--- src/rtl/mesh_inport_pkg.sv ---
package mesh_inport_pkg;
  localparam int FLIT_W   = 20;
  localparam int COORD_W  = 3;
  localparam int NPORT    = 5;
  localparam int TAIL_BIT = 8;
  localparam int HEAD_BIT = 9;
  localparam int DX_LSB   = 10;
  localparam int DY_LSB   = 13;
  // one-hot request bit positions
  localparam int DIR_LOCAL = 0;
  localparam int DIR_NORTH = 1;
  localparam int DIR_SOUTH = 2;
  localparam int DIR_EAST  = 3;
  localparam int DIR_WEST  = 4;
endpackage

--- src/rtl/flit_fifo.sv ---
module flit_fifo #(
  parameter int W     = 20,
  parameter int DEPTH = 8
) (
  input  logic         clk,
  input  logic         rst,
  input  logic         push,
  input  logic [W-1:0] din,
  input  logic         pop,
  output logic [W-1:0] dout,
  output logic [$clog2(DEPTH):0] count,
  output logic         full,
  output logic         empty
);
  localparam int AW = $clog2(DEPTH);

  logic [W-1:0]  mem [DEPTH];
  logic [AW-1:0] wr_ptr, rd_ptr;
  logic          push_ok, pop_ok;

  assign full    = (count == (AW+1)'(DEPTH));
  assign empty   = (count == '0);
  assign push_ok = push & ~full;
  assign pop_ok  = pop & ~empty;
  assign dout    = mem[rd_ptr];

  // storage without reset so the array maps onto RAM
  always_ff @(posedge clk) begin
    if (push_ok) mem[wr_ptr] <= din;
  end

  always_ff @(posedge clk) begin
    if (rst) begin
      wr_ptr <= '0;
      rd_ptr <= '0;
      count  <= '0;
    end else begin
      if (push_ok) wr_ptr <= wr_ptr + 1'b1;
      if (pop_ok)  rd_ptr <= rd_ptr + 1'b1;
      case ({push_ok, pop_ok})
        2'b10:   count <= count + 1'b1;
        2'b01:   count <= count - 1'b1;
        default: count <= count;
      endcase
    end
  end

  // a full buffer with no dequeue stays full and does not grow
  p_no_overflow_r3: assert property (@(posedge clk) disable iff (rst)
    (full && !pop) |=> (full && $stable(wr_ptr)));

  // pointers move only when an entry is taken or stored
  p_rd_move_r2: assert property (@(posedge clk) disable iff (rst)
    (!pop || empty) |=> $stable(rd_ptr));
endmodule

--- src/rtl/xy_route.sv ---
module xy_route
  import mesh_inport_pkg::*;
#(
  parameter int LOC_X = 1,
  parameter int LOC_Y = 1
) (
  input  logic [FLIT_W-1:0] flit,
  output logic [NPORT-1:0]  dir
);
  localparam logic [COORD_W-1:0] MY_X = COORD_W'(LOC_X);
  localparam logic [COORD_W-1:0] MY_Y = COORD_W'(LOC_Y);

  logic [COORD_W-1:0] dx, dy;
  assign dx = flit[DX_LSB +: COORD_W];
  assign dy = flit[DY_LSB +: COORD_W];

  always_comb begin
    dir = '0;
    if (dx > MY_X)      dir[DIR_EAST]  = 1'b1;
    else if (dx < MY_X) dir[DIR_WEST]  = 1'b1;
    else if (dy > MY_Y) dir[DIR_NORTH] = 1'b1;
    else if (dy < MY_Y) dir[DIR_SOUTH] = 1'b1;
    else                dir[DIR_LOCAL] = 1'b1;
  end
endmodule

--- src/rtl/route_hold.sv ---
module route_hold
  import mesh_inport_pkg::*;
(
  input  logic             clk,
  input  logic             rst,
  input  logic             pop,
  input  logic             pop_tail,
  input  logic [NPORT-1:0] fresh_dir,
  output logic [NPORT-1:0] held_dir,
  output logic             locked,
  output logic             tail_sent
);
  always_ff @(posedge clk) begin
    if (rst) begin
      locked    <= 1'b0;
      held_dir  <= '0;
      tail_sent <= 1'b0;
    end else begin
      tail_sent <= pop & pop_tail;
      if (pop) begin
        if (pop_tail) begin
          locked   <= 1'b0;
          held_dir <= '0;
        end else if (!locked) begin
          locked   <= 1'b1;
          held_dir <= fresh_dir;
        end
      end
    end
  end

  // a held route does not change until a tail leaves
  p_lock_stable_r7: assert property (@(posedge clk) disable iff (rst)
    (locked && !(pop && pop_tail)) |=> (locked && $stable(held_dir)));

  // the tail marker follows a dequeue of a tail flit
  p_tail_cause_r9: assert property (@(posedge clk) disable iff (rst)
    (pop && pop_tail) |=> tail_sent);
endmodule

--- src/rtl/mesh_inport.sv ---
module mesh_inport
  import mesh_inport_pkg::*;
#(
  parameter int DEPTH = 8,
  parameter int LOC_X = 2,
  parameter int LOC_Y = 3
) (
  input  logic              clk,
  input  logic              rst,
  input  logic              in_valid,
  input  logic [FLIT_W-1:0] in_flit,
  output logic              nearly_full,
  output logic [NPORT-1:0]  req,
  input  logic              grant,
  output logic [FLIT_W-1:0] out_flit,
  output logic              tail_sent
);
  localparam int CW = $clog2(DEPTH) + 1;

  logic [CW-1:0]    count;
  logic             full, empty, pop, locked;
  logic [NPORT-1:0] fresh_dir, held_dir;

  flit_fifo #(.W(FLIT_W), .DEPTH(DEPTH)) u_fifo (
    .clk(clk), .rst(rst), .push(in_valid), .din(in_flit),
    .pop(pop), .dout(out_flit), .count(count), .full(full), .empty(empty)
  );

  xy_route #(.LOC_X(LOC_X), .LOC_Y(LOC_Y)) u_route (
    .flit(out_flit), .dir(fresh_dir)
  );

  route_hold u_hold (
    .clk(clk), .rst(rst), .pop(pop), .pop_tail(out_flit[TAIL_BIT]),
    .fresh_dir(fresh_dir), .held_dir(held_dir), .locked(locked),
    .tail_sent(tail_sent)
  );

  assign pop         = grant & ~empty;
  assign req         = empty ? '0 : (locked ? held_dir : fresh_dir);
  assign nearly_full = (count >= CW'(DEPTH - 1));

  initial begin
    p_depth_r10: assert (DEPTH >= 4 && DEPTH <= 32 && (DEPTH & (DEPTH - 1)) == 0);
  end

  // never more than one direction requested
  p_onehot_r6: assert property (@(posedge clk) disable iff (rst)
    $onehot0(req));

  // an empty buffer requests nothing
  p_idle_r8: assert property (@(posedge clk) disable iff (rst)
    empty |-> (req == '0));

  // backpressure can only rise after a flit was offered
  p_nf_rise_r4: assert property (@(posedge clk) disable iff (rst)
    $rose(nearly_full) |-> $past(in_valid));
endmodule

--- config.mk ---
export PLATFORM = sky130hd
export DESIGN_NAME = mesh_inport
export DESIGN_NICKNAME = d
export VERILOG_FILES = /design/src/rtl/mesh_inport_pkg.sv /design/src/rtl/flit_fifo.sv /design/src/rtl/xy_route.sv /design/src/rtl/route_hold.sv /design/src/rtl/mesh_inport.sv
export SDC_FILE = /design/constraint.sdc
export NUM_CORES = 1
export LEC_CHECK = 0
export BUFFER_PORTS_ARGS = -buffer_cell sky130_fd_sc_hd__buf_4
export CAP_MARGIN = 20
export CORE_UTILIZATION = 30
export CTS_BUF_LIST = sky130_fd_sc_hd__clkbuf_16
export DETAILED_ROUTE_END_ITERATION = 7
export SLEW_MARGIN = 20
export SYNTH_ARGS = -nofsm -noshare
export SYNTH_HDL_FRONTEND = slang
export SYNTH_SLANG_ARGS = --single-unit
--- constraint.sdc ---
create_clock -name clk -period 4.95 [get_ports clk]
set_input_delay 0.99 -clock clk [delete_from_list [all_inputs] [get_ports clk]]
set_output_delay 0.99 -clock clk [all_outputs]
set_load 0.02 [all_outputs]
== Word level (Yosys, flattened, before mapping) ==
Memories as Yosys holds them, arrays and structs flattened. A register that Yosys moved wholly into a read port is not among the register bits.
Cells that the tools add are included.
Widths: inputs -> output; s select.
Storage, ports and cells
  register bits after elaboration: 17
  memories kept: 1
  ROM bits: 0
  logic and storage cells: 46
  bits in latches: 0
  bits of input ports: 24
  memory bits (writable): 160
Memories
  u_fifo.mem: words 8, width 20, rd ports 1, clocked after memory_dff 1, write ports 1, RTL line flit_fifo.sv:17  | logic [W-1:0] mem [DEPTH];
Operators by class
  add/subtract/negate cells: 4
  reduce and logical (&&, ||, !) cells: 2
  multiply operators: 0
  shift-type cells: 0
  eq/ne operators: 3
  bitwise operators: 6
  divide/modulo/power cells: 0
  muxes and demuxes: 19
  magnitude comparators: 5
Operator list (number)
  $mux 5: 3
  $mux 3: 4
  $mux 1: 11
  $pmux 4 s2: 1
  $add 3x1->3 const B: 2
  $gt 3x2->1 const B: 2
  $lt 3x2->1 const B: 2
  $add 4x1->4 const B: 1
  $and 1x1->1: 4
  $eq 4x4->1 const B: 1
  $ge 4x3->1 const B: 1
  $logic_not 4->1: 1
  $sub 4x1->4 const B: 1
  $eq 2x1->1 const B: 1
  $eq 2x2->1 const B: 1
  $not 1->1: 2
  $reduce_bool 2->1: 1

== Depth between registers and ports, before layout ==
Gate-level depths: netlist of the first run.
  depth after elaboration: 7
  depth in mapped cells: 10
  depth with buffers taken out: 10

== Cells and area by module ==
From an unflattened synthesis of the first run, not the netlist that was laid out.
Second synthesis, totals
  cell total of the unflattened synthesis: 356
  area, all modules: 7214.4 um^2
By module, submodules not included
  flit_fifo: cells each 306, area each 6815.3 um^2, times used 1
  route_hold: cells each 29, area each 256.5 um^2, times used 1
  mesh_inport: cells each 13, area each 95.1 um^2, times used 1
  xy_route: cells each 8, area each 47.5 um^2, times used 1

== Worst setup path after synthesis of the first run ==
Ideal clock, no wire load.
  path type: in2reg
  from: input in_valid
  to: memory u_fifo.mem[0][0] (enable)
  data arrival time: 3.551 ns
  buffers on the path: 0
  required time: 4.502 ns
  stages on the path: 3
  slack: 0.951 ns
  cell sequence: a21boi_0 > inv_1 > nor4_1
Between the ends
  cells in the longest elaborated chain, start to end: 3
Ends and longest elaborated chain
  start: declaration: RTL line mesh_inport.sv:10  | input logic in_valid,
  $and 1x1->1: RTL line flit_fifo.sv:23  | assign push_ok = push & ~full;
  $mux 1: RTL line flit_fifo.sv:29  | if (push_ok) mem[wr_ptr] <= din;
  $mux 1 (implied by the code): RTL line flit_fifo.sv:29
  end: declaration: RTL line flit_fifo.sv:17
Every way passes these cells.

==> out/results.ini, run 1 <==
[placement]
gp_congestion=0.7505
placed_cell_area_mm2=0.007880
dp_worst_setup_slack_ns=1.494
placed_cells_incl_taps=719
place.detailed.hpwl_mm=7.972
io_buffers=50

[outcome]
status=finished clean

[power]
pwr-share-seq=0.435
p_comb_frac=0.258
power_switching_w=0.001223
power_w=0.004198
p_sw_frac=0.2914
p_per_area_mw_per_mm2=496.7
pwr-share-clk=0.307
intPower_w=0.002974
vdd_drop_max_uv=227.9
p_leak_nw=2.752

[clocking]
ctsResizeCount=0
htreeDepth=4
cts.sinks=180
cts_hold_buf=0
clk-insertion-delay-late_ns=0.42
cts_buffers=17
post_cts_buffers=0
path_clk_slew_ns=0.07
cts_tree=done
cts_buffer_depth=2
root_buffer=clkbuf_16

[min_path]
worstHoldPathType=flip-flop to flip-flop
hold_depth=2
hp-start=u_hold.held_dir[4]

[layout]
nFillCells=2155
fin_cells=751
multiInputGateArea_mm2=0.001794
areaGrowthSynthToFinish_pct=19.22
fin_area_mm2=0.008451
mostFrequentLayoutCells=edfxtp_1 (160), buf_4 (61), mux4_2 (33)
final_common_cell=edfxtp_1
fin_nets=455
drive_above_1_share=0.3562
seqCellArea_mm2=0.005206
antenna_cells=0

[synth]
yosysWarnings=0
synth_xor_area_frac=0.008650
synth-compound-area-share=0.02983
ys_ff_latch=180
synth_mux_area_frac=0.1601
synth_area_mm2=0.007088
avgSynthCellArea_um2=19.63
synth_adder_area_share=0.01165
synth_top_family_by_area=multiplexers
ys_types=42
ys_seq_area_frac=0.7343
synth_fp_nets=391
synth_cells=361
synthSimpleGateAreaFrac=0.03672

[grt]
grt_max_degree=31
grt_pass1_vias=3635
gr-total-overflow=0
track_usage=0.1222
grt_pass1_wl_mm=21.38
antenna_found_initial=0

[worst_setup_path]
crit_top_cell=buf_4
worst-path-max-fanout=30
cp_slowest_cell=dfxtp_1
crit_chain=buf_4 > nor2b_1 > a22oi_1 > a2111oi_4 > nand4b_2 > a21oi_1 > buf_4
timing.critical_path.from_type=flip-flop
rr_startpoint=u_fifo.count[0]
cp.arrival_ns=2.83
cp_slowest_stage_delay_ns=0.55
worstPathRequired_ns=3.96
crit_path_end_kind=output port
crit_type=flip-flop to output port
ff2ff_path_depth=10

[timing]
rsz0062_at_grt=no
setup_viol=0
report.final.slew_viol_count=0
skew_ns=0.008236
final_hold_viol_count=0
period_minus_slack_ns=3.816
setup_ws_ns=1.134
relSlewSlack=0.4481
period_share=0.7709
max_freq_mhz=262.1
setup_tns_ns=0
worstMarginPinSlew_ns=0.8259

[floorplanning]
initial_core_util=0.3093
core_mm2=0.02292
dieArea_mm2=0.02425
io_pins=51
dieWidth_um=155.7
row_count=55
fp.dieH_um=155.7

[drt]
vias=3431
drt_pass1_iterations=4
drt_wl_total_mm=13.77
drt_iter0_drc=201
drc=0
viasPerCell=4.569
wl_per_cell_um=18.33
ant_nets=0

[run]
max_cap_violations=0

[layer usage]
metal / share of wire / wire length [um] / track usage
met1: 0.46 / 6355 / 0.1582
met2: 0.48 / 6663 / 0.1969
met3: 0.045 / 626 / 0.04028
met5: 0 / 0 / 0
met4: 0.0089 / 122 / 0.03221
[cell usage after synthesis]
library cell,count,area (um2)
nand2_1,15,56.30
nand2b_1,3,18.77
buf_12,1,20.02
xnor2_1,3,26.28
o21ai_0,1,5.000
buf_6,1,11.26
or3_1,1,6.260
o31ai_1,2,15.01
mux4_1,5,131.4
o31ai_2,1,12.51
a21boi_0,1,7.510
mux2_4,2,30.03
inv_1,7,26.28
nor2_1,20,75.07
xor2_1,4,35.03
a2111oi_4,1,27.53
a21oi_1,11,55.05
a21o_1,2,15.01
nand3b_1,2,15.01
clkbuf_1,9,33.78
dfxtp_1,20,400.4
a22oi_1,3,22.52
and2_1,2,12.51
a211oi_1,1,7.510
nor4_1,2,12.51
edfxtp_1,160,4805
nand4b_2,1,15.01
fa_1,1,20.02
a2bb2oi_1,1,8.760
buf_4,1,7.510
a31o_2,1,8.760
ha_1,5,62.56
buf_8,1,15.01
a32oi_1,2,17.52
a221oi_1,1,8.760
mux4_2,33,743.2
buf_2,3,15.01
nor3_1,6,30.03
nor2b_1,3,18.77
mux2i_1,5,50.05
mux2_2,16,180.2
clkinv_1,1,3.750
[state kept, by name, indices dropped and copies added (netlist names), named ones only]
register and flops:
u_fifo.mem 160, u_hold.held_dir 5, u_fifo.count 4, u_fifo.rd_ptr 3, u_fifo.wr_ptr 3, u_hold.locked 1, u_hold.tail_sent 1
[power by group through the flow]
| stage | sequential [W] | clock (W) | combinational (W) |
|---|---|---|---|
| 2_1_floorplan | 0.00183 | 0 | 0.000800 |
| 3_3_place_gp | 0.00185 | 0 | 0.00109 |
| 6_report | 0.00183 | 0.00129 | 0.00108 |
| 5_1_grt | 0.00184 | 0.00139 | 0.00118 |
| 3_5_place_dp | 0.00186 | 0 | 0.00110 |
| 4_1_cts | 0.00183 | 0.00132 | 0.00110 |
[stage by stage]
stage | hold WS, ns | util
detailed placement | 0.4797 | 0.3439
floorplan | 0.4541 | -
global route | 0.5171 | 0.3688
finish | 0.4943 | 0.3688
CTS | 0.4963 | 0.3688
global placement | 0.4709 | 0.3439
[path summary, 6_finish.rpt]
check                                          end  slack [ns]
worst min register to register  u_hold.held_dir[4]        0.49
worst max-delay path                        req[0]        1.13
worst min-delay path            u_hold.held_dir[4]        0.49
worst max register to register     u_fifo.count[3]        2.05
[critical path, delay by kind of cell, from the launching register on]
family / cells / cell delay [ns]
and+or+nand+nor: 2 / 0.36
DFF: 1 / 0.55
AOI/OAI and AO/OA: 3 / 0.84
buffers and inverters: 2 / 0.65
[cells by family (layout without fill, tap and decap cells)]
group,Yosys count,in the layout
flops,180,180
mux,61,61
simple gates,55,55
compound gates,28,28
buf+inv,24,101
xor+xnor,7,7
fa+ha+maj,6,6
[area by class of cell]
type	instances	share of cell area
clock buffers	17	0.05034
clock inverters	15	0.01717
inverters	8	0.003553
flip-flops and latches	180	0.6161
well taps	313	0.04634
multi-input cells	157	0.2123
repair buffers	61	0.05419
Note: power is estimated with default switching activity, not from simulation.
==> run 2: changes to the inputs <==
clock period = 3.5 ns   (was 4.95 ns; I/O delays follow)
==> run 2 against run 1 <==
Global-route usage is essentially flat. Count of clock-buffer cells in the layout is the same. Design area up 1.0%. Worst setup slack got worse by 0.97 ns. Clock skew grew 0.0055 ns. Non-clock buffer count is 6 higher. Final cell count grew 0.80%. Critical path depth unchanged. Sequential share of layout area decreased by 0.62 points. Clock power grew 49%. Routed wire length increased by 1.5%. Sequential cell count is the same. Critical path type unchanged. Largest power group unchanged. Highest routed layer unchanged.
==> out/results.ini, run 2 (synthesis results as in run 1) <==
[outcome]
status=finished clean

[clocking]
cts.sinks=180
path_clk_slew_ns=0.07
clk-insertion-delay-late_ns=0.42
cts_tree=done
cts_buffer_depth=2
root_buffer=clkbuf_16
htreeDepth=4
post_cts_buffers=0
cts_buffers=17

[worst_setup_path]
r2r-end=u_fifo.count[3]
timing.critical_path.from_type=flip-flop
worstPathRequired_ns=2.80
ff2ff_setup_slack_ns=0.62
worst-path-max-fanout=18
cp.arrival_ns=2.64
ff2ff_path_depth=10
crit_type=flip-flop to output port
rr_startpoint=u_fifo.count[2]
crit_path_end_kind=output port
cp-endpoint=req[0]

[timing]
period_minus_slack_ns=3.338
rsz0062_at_grt=no
report.final.slew_viol_count=0
relSlewSlack=0.6231
setup_tns_ns=0
final_hold_viol_count=0
skew_ns=0.01375
setup_viol=0
max_freq_mhz=299.6
worstMarginPinSlew_ns=0.5496
period_share=0.9538

[min_path]
worstHoldPathType=flip-flop to flip-flop

[grt]
track_usage=0.1225
grt_pass1_vias=3834
grt_pass1_wl_mm=21.89
gr-total-overflow=0
grt_max_degree=24
antenna_found_initial=0

[floorplanning]
dieWidth_um=155.7
fp.dieH_um=155.7
row_count=55
dieArea_mm2=0.02425
io_pins=51
initial_core_util=0.3093
core_mm2=0.02292

[power]
p_leak_nw=2.810
power_w=0.006065
p_per_area_mw_per_mm2=710.3
vdd_drop_max_uv=359.5

[drt]
drc=0
drt_pass1_iterations=4
drt_wl_total_mm=13.97
ant_nets=0
viasPerCell=4.658
drt_iter0_drc=220
wl_per_cell_um=18.46
vias=3526

[layout]
fin_nets=461
top_register=u_fifo.mem
largest_reg_flops=160
areaGrowthSynthToFinish_pct=20.46
final_common_cell=edfxtp_1
antenna_cells=0
fin_cells=757
mostFrequentLayoutCells=edfxtp_1 (160), buf_4 (66), mux4_2 (33)
reg_top3=u_fifo.mem: 160 flops, u_hold.held_dir: 5 flops, u_fifo.count: 4 flops
drive_above_1_share=0.3694

[run]
max_cap_violations=0

[placement]
gp_congestion=0.7372
io_buffers=50
place.detailed.hpwl_mm=8.314
placed_cells_incl_taps=725

## run 2: stage by stage
step                setup slack [ns]  utilization  hold WS (ns)  area [um2]
finish                        0.1618       0.3726        0.4971        8538
global route                 0.01145       0.3726        0.4963        8538
CTS                          0.04407       0.3724        0.4934        8533
detailed placement            0.5007       0.3458        0.4777        7924
global placement              0.5339       0.3458        0.4663        7924
floorplan                     0.2981            -        0.4541        7094
## run 2: timing repair
| action | in CTS | in global routing |
|---|---|---|
| resized for setup | 0 | 2 |
| hold buffers | 0 | 0 |
| setup endpoints to repair | 0 | 2 |
| endpoints found under the hold margin | 0 | 0 |
## run 2: area by class of cell
cell class | count | area (um2)
Clock buffer | 17 | 425.4
Multi-Input combinational cell | 157 | 1793
Inverter | 8 | 30.03
Fill cell | 2101 | 14380
Sequential cell | 180 | 5207
Timing Repair Buffer | 67 | 506.7
Clock inverter | 15 | 183.9
Tap cell | 313 | 391.6
## run 2: layer usage
metal	part of all wire	routed length (um)	vias up	global-route usage
met1	0.46	6399	1847	0.1589
met2	0.49	6870	77	0.2037
met3	0.041	576	11	0.02750
met4	0.0090	126	0	0.03875
met5	0	0	-	0
li1	-	-	1591	-
## run 2: critical path, cell delays in order, from the launching register on
cell and delay, ns:
dfxtp_2 0.43, buf_6 0.29, mux2_2 0.37, a2bb2oi_1 0.19
a2111oi_4 0.42, nand4b_2 0.18, a21oi_1 0.18, buf_4 0.16
## run 2: how the worst min path moves through the flow
| stage | from | endpoint | slack [ns] | cells after the start |
|---|---|---|---|---|
| 2_1_floorplan | u_fifo.rd_ptr[1] | flip-flop | 0.45 | 2 |
| 3_3_place_gp | u_hold.held_dir[1] | u_hold.held_dir[1] | 0.47 | 2 |
| 3_5_place_dp | u_hold.held_dir[4] | u_hold.held_dir[4] | 0.48 | 2 |
| 4_1_cts | in_flit[3] | u_fifo.mem[2][3] | 0.49 | 1 |
| 5_1_grt | in_flit[3] | u_fifo.mem[1][3] | 0.50 | 1 |
| 6_report | u_fifo.rd_ptr[1] | flip-flop | 0.50 | 2 |
## run 2: report_power, final
part	leakage [nW]	switching [W]	internal (W)
Combinational	0.893	0.000816	0.000742
Sequential	1.62	0.000102	0.00248
Clock	0.300	0.000891	0.00103
Total	2.81	0.00181	0.00426
